File: config.mk
export PLATFORM = sky130hd
export DESIGN_NAME = edge_delay_qualifier
export DESIGN_NICKNAME = d
export VERILOG_FILES = /design/src/rtl/lqual_pkg.sv /design/src/rtl/lqual_sync.sv /design/src/rtl/lqual_sel.sv /design/src/rtl/lqual_cnt.sv /design/src/rtl/edge_delay_qualifier.sv
export SDC_FILE = /design/constraint.sdc
export NUM_CORES = 1
export LEC_CHECK = 0
export ABC_AREA = 0
export BUFFER_PORTS_ARGS = -buffer_cell sky130_fd_sc_hd__buf_2
export CAP_MARGIN = 20
export CORE_MARGIN = 10
export CORE_UTILIZATION = 52
export DETAILED_ROUTE_END_ITERATION = 10
export PLACE_DENSITY = 0.79
export SYNTH_ARGS = -nofsm -noshare
export SYNTH_HDL_FRONTEND = slang
export SYNTH_SLANG_ARGS = --single-unit
export TNS_END_PERCENT = 20
File: constraint.sdc
create_clock -name clk -period 3.45 [get_ports clk]
set_clock_uncertainty 0.15 [all_clocks]
set_input_delay 0.345 -clock clk [delete_from_list [all_inputs] [get_ports clk]]
set_output_delay 0.345 -clock clk [all_outputs]
set_load 0.05 [all_outputs]
File: src/rtl/lqual_pkg.sv
package lqual_pkg;

    localparam int unsigned DLY_W_DEF = 16;

    typedef enum logic [1:0] {
        PH_HOLD = 2'd0,
        PH_RISE = 2'd1,
        PH_FALL = 2'd2
    } phase_e;

    typedef struct packed {
        logic flip;
        logic step;
        logic clear;
    } act_t;

    function automatic phase_e phase_of(input logic in_lvl, input logic out_lvl);
        if (in_lvl == out_lvl) begin
            return PH_HOLD;
        end
        return in_lvl ? PH_RISE : PH_FALL;
    endfunction

endpackage

File: src/rtl/lqual_sync.sv
module lqual_sync #(
    parameter int unsigned STAGES = 0
) (
    input  logic clk,
    input  logic rst,
    input  logic d,
    output logic q
);
    generate
        if (STAGES == 0) begin : g_bypass
            assign q = d;
        end else begin : g_chain
            logic [STAGES-1:0] st;
            always_ff @(posedge clk) begin
                if (rst) begin
                    st <= '0;
                end else begin
                    st[0] <= d;
                    for (int i = 1; i < STAGES; i++) begin
                        st[i] <= st[i-1];
                    end
                end
            end
            assign q = st[STAGES-1];
        end
    endgenerate
endmodule

File: src/rtl/lqual_sel.sv
module lqual_sel
    import lqual_pkg::*;
#(
    parameter int unsigned W = DLY_W_DEF
) (
    input  phase_e         phase,
    input  logic [W-1:0]   cnt,
    input  logic           tick,
    input  logic [W-1:0]   rise_dly,
    input  logic [W-1:0]   fall_dly,
    output act_t           act
);
    logic [W-1:0] target;
    logic         reached;

    always_comb begin
        target  = (phase == PH_RISE) ? rise_dly : fall_dly;
        reached = (cnt >= target);
        act     = '0;
        case (phase)
            PH_HOLD: act.clear = 1'b1;
            default: begin
                if (reached) begin
                    act.flip  = 1'b1;
                    act.clear = 1'b1;
                end else if (tick) begin
                    act.step = 1'b1;
                end
            end
        endcase
    end
endmodule

File: src/rtl/lqual_cnt.sv
module lqual_cnt
    import lqual_pkg::*;
#(
    parameter int unsigned W = DLY_W_DEF
) (
    input  logic         clk,
    input  logic         rst,
    input  act_t         act,
    output logic         lvl,
    output logic [W-1:0] cnt
);
    always_ff @(posedge clk) begin
        if (rst) begin
            lvl <= 1'b0;
            cnt <= '0;
        end else begin
            if (act.flip) begin
                lvl <= ~lvl;
            end
            if (act.clear) begin
                cnt <= '0;
            end else if (act.step) begin
                cnt <= cnt + 1'b1;
            end
        end
    end
endmodule

File: src/rtl/edge_delay_qualifier.sv
module edge_delay_qualifier
    import lqual_pkg::*;
#(
    parameter int unsigned DLY_W       = DLY_W_DEF,
    parameter int unsigned SYNC_STAGES = 0
) (
    input  logic             clk,
    input  logic             rst,
    input  logic             tick_en,
    input  logic             sig_in,
    input  logic [DLY_W-1:0] rise_dly,
    input  logic [DLY_W-1:0] fall_dly,
    output logic             sig_out
);
    logic             in_q;
    logic             lvl;
    logic [DLY_W-1:0] cnt;
    phase_e           phase;
    act_t             act;

    lqual_sync #(.STAGES(SYNC_STAGES)) u_sync (
        .clk (clk),
        .rst (rst),
        .d   (sig_in),
        .q   (in_q)
    );

    assign phase = phase_of(in_q, lvl);

    lqual_sel #(.W(DLY_W)) u_sel (
        .phase    (phase),
        .cnt      (cnt),
        .tick     (tick_en),
        .rise_dly (rise_dly),
        .fall_dly (fall_dly),
        .act      (act)
    );

    lqual_cnt #(.W(DLY_W)) u_cnt (
        .clk (clk),
        .rst (rst),
        .act (act),
        .lvl (lvl),
        .cnt (cnt)
    );

    assign sig_out = lvl;
endmodule

==> results by group <==
CTS
  – H-tree Lvls: 1
  – Clk buf depth: 2
  – CTS tree: yes
  – Register clock-pin slew on the reported worst setup and hold paths: 0.10 ns
  – CTS buffer count: 3
  – CTS root buffer: clkbuf_4
  – CTS Hold Bufs: 0
  – PostCTS Resize Cnt: 0
  – TritonCTS Sinks: 17
  – Postcts setup bufs: 0
  – Clk Latency, worst-skew pair: 0.30 ns

Worst setup path
  – Top Family by Delay on Critical Path: compound AO/OA/AOI/OAI gates
  – Crit Reg-Reg Startpoint: u_cnt.lvl
  – Critical-path maximum fanout: 16
  – Crit-path max cell delay: 0.47 ns
  – Arr. time, crit path: 3.16 ns
  – Worst R2R Setup Slack: 0.37 ns
  – CP Data Required Time: 3.53 ns
  – Crit Path Class: reg -> reg
  – Crit-path cells: inv_1 -> ha_1 -> buf_4 -> mux2i_1 -> ha_1 -> a21o_1 -> a21o_1 -> a2111oi_4 -> nand4_4 -> nor2_1
  – CP bufs+invs: 2
  – CP Launch Point: u_cnt.lvl
  – Setup crit end kind: flip-flop
  – CP max-delay cell: nand4_4
  – Crit path launch type: flip-flop

Synth
  – Post-synth cell types: 28
  – Synth Area in Adders: 16.7%
  – Synth Instances: 140
  – Seq cells post-synth: 17
  – Post-synth top area cell: dfxtp_1
  – Post-synthesis mux area share: 13.5%
  – Syn Std Cell Area: 1350 um^2
  – Complex-gate fraction of the synthesized area: 5.93%
  – Synth Area in XOR/XNOR: 9.72%
  – Simple-gate share of the synthesized area: 26.7%
  – Mapped Nets: 194
  – Register area share after synthesis: 25.2%
  – Synth top area cells: dfxtp_1 (25%), ha_1 (17%), mux2i_1 (12%), nor2_4 (8.3%), xor2_1 (5.2%)
  – Syn avg cell area: 9.65 um^2
  – Synth top area share: 25.2%
  – Main combinational cell family by area after synthesis: simple AND/OR/NAND/NOR gates
  – Number of synthesis warnings: 0

Floorplan
  – Core area: 2480 um^2
  – Die Y: 71.0 um
  – Cell Rows: 18
  – I/O pins: 37
  – Die W: 71.0 um
  – Initial core utilization: 54.5%
  – Die ar.: 5040 um^2

Global route
  – First-pass GRT wire length: 5130 um
  – Number of global-route vias before repair: 1228
  – GR Overflow Total: 0
  – Initial antenna violation count: 0
  – Largest net degree at the start of global routing: 17
  – GRT Util Overall: 12.0%

Worst hold path
  – Worst hold path class: in -> reg
  – Worst Hold Launch: tick_en

Power and ir drop
  – Leakage: 0.723 nW
  – Power Density: 239 nW/um^2
  – Total power: 0.380 mW
  – Worst-case vdd ir drop: 0.243 mV

Final layout
  – P&R area growth vs syn: 17.8%
  – Layout cells sized above 1: 30.7%
  – Nets: 234
  – Fin cells: 209
  – Antenna diode count: 0
  – Design area: 1590 um^2
  – Utilization after layout: 64.2%

Job
  – Maxcap violations: 0

STA
  – Fin. max-slew vios: 0
  – RSZ-0062 raised after global routing: false
  – Hold Slack: 0.211 ns
  – Final hold vios: 0
  – Slew headroom: 66.2%
  – Final worst-path setup slack: 0.368 ns
  – Least-Margin Pin Slew: 0.505 ns
  – Crit share post-route: 89.3%
  – Period minus WS final: 3.08 ns
  – F_max: 325 MHz
  – Final count of negative-setup-slack endpoints: 0
  – Final TNS setup: 0 ns

Route
  – ANT nets after route: 0
  – Drt wl/cell: 14.0 um
  – WL final: 2930 um
  – Vias: 1140
  – First-pass DRT Iterations: 4
  – Initial DRC count: 16
  – Vias/cell: 5.45
  – DRC violations left: 0

Outcome
  – Status: completed

Placed design
  – Placement Cell Area: 1560 um^2
  – Setup WS pre-CTS: 0.300 ns
  – RePlAce Congestion: 0.767
  – # port buffers: 36
  – Placed Instances: 205
  – HPWL after DPL: 2500 um
## cell usage after synthesis, drive strengths merged
library cell,count
buf,2
a21o,2
nor2,23
inv,3
a2111oi,1
o21ai,1
nand4,7
nand3,9
dfxtp,17
clkbuf,1
mux2,2
and4,2
nand2b,1
mux2i,16
a31oi,1
a2111o,1
xnor2,7
nor3,4
a21oi,3
ha,18
nand2,7
xor2,8
and3,3
nor2b,1
## cell families (layout without fill, tap and decap cells)
| kind of cell | count (synthesis) | count (layout) |
|---|---|---|
| compound gates | 9 | 9 |
| xor+xnor | 15 | 15 |
| fa+ha+maj | 18 | 18 |
| buf+inv | 6 | 45 |
| flops | 17 | 17 |
| mux | 18 | 18 |
| simple gates | 57 | 57 |
## layer usage
| layer | part of all wire (%) | vias up | global-route usage [%] |
|---|---|---|---|
| met5 | 0 | - | 0 |
| met2 | 45 | 30 | 19.9 |
| met3 | 7.3 | 4 | 4.46 |
| met4 | 1.9 | 0 | 7.10 |
| met1 | 46 | 522 | 12.8 |
| li1 | - | 584 | - |
## worst register-to-register path, delay by kind of cell, from the launching register on
kind	cells	cell delay, ns
buf+inv	2	0.28
fa+ha+maj	2	0.51
mux	1	0.22
compound gates	3	0.81
simple gates	2	0.72
flops	1	0.34
## cell usage in the layout, fill, tap and decap left out
cell type and n:
buf_2 36, ha_1 18, dfxtp_1 17, mux2i_1 16, nor2_1 13, nor2_4 10, nand3_1 9, xor2_1 8
nand2_1 7, xnor2_1 7, nand4_1 6, nor3_1 4, inv_1 3, a21oi_1 3, and3_1 3, clkbuf_4 3
a21o_1 2, and4_1 2, buf_4 2, mux2_2 1, nand2b_1 1, a2111o_1 1, o21ai_0 1, a2111oi_4 1
nand4_4 1, a31oi_1 1, mux2_1 1, nor2b_1 1, clkinv_2 1
## worst paths after layout
check             depth (start not counted)            to
setup reg to reg                         10  u_cnt.cnt[4]
hold / removal                            3  u_cnt.cnt[1]
hold reg to reg                           2  u_cnt.cnt[1]
setup / recovery                         10  u_cnt.cnt[4]
## sequential cells by signal (all words and copies together) (netlist names)
register and flops:
u_cnt.cnt 16, u_cnt.lvl 1
## where the power goes
group | total, mW | switching, mW | internal (mW)
clock network | 0.111 | 0.0674 | 0.0433
logic | 0.0718 | 0.0344 | 0.0374
registers | 0.198 | 0.000982 | 0.197
## area by class of cell
type	instances	area, um^2
Clock buffer	3	22.5
Clock inverter	1	5.00
Fill cell	217	886
Inverter	3	11.3
Multi-Input combinational cell	117	980
Sequential cell	17	340
Tap cell	30	37.5
Timing Repair Buffer	38	195
Power figures use the tool's default switching activity.
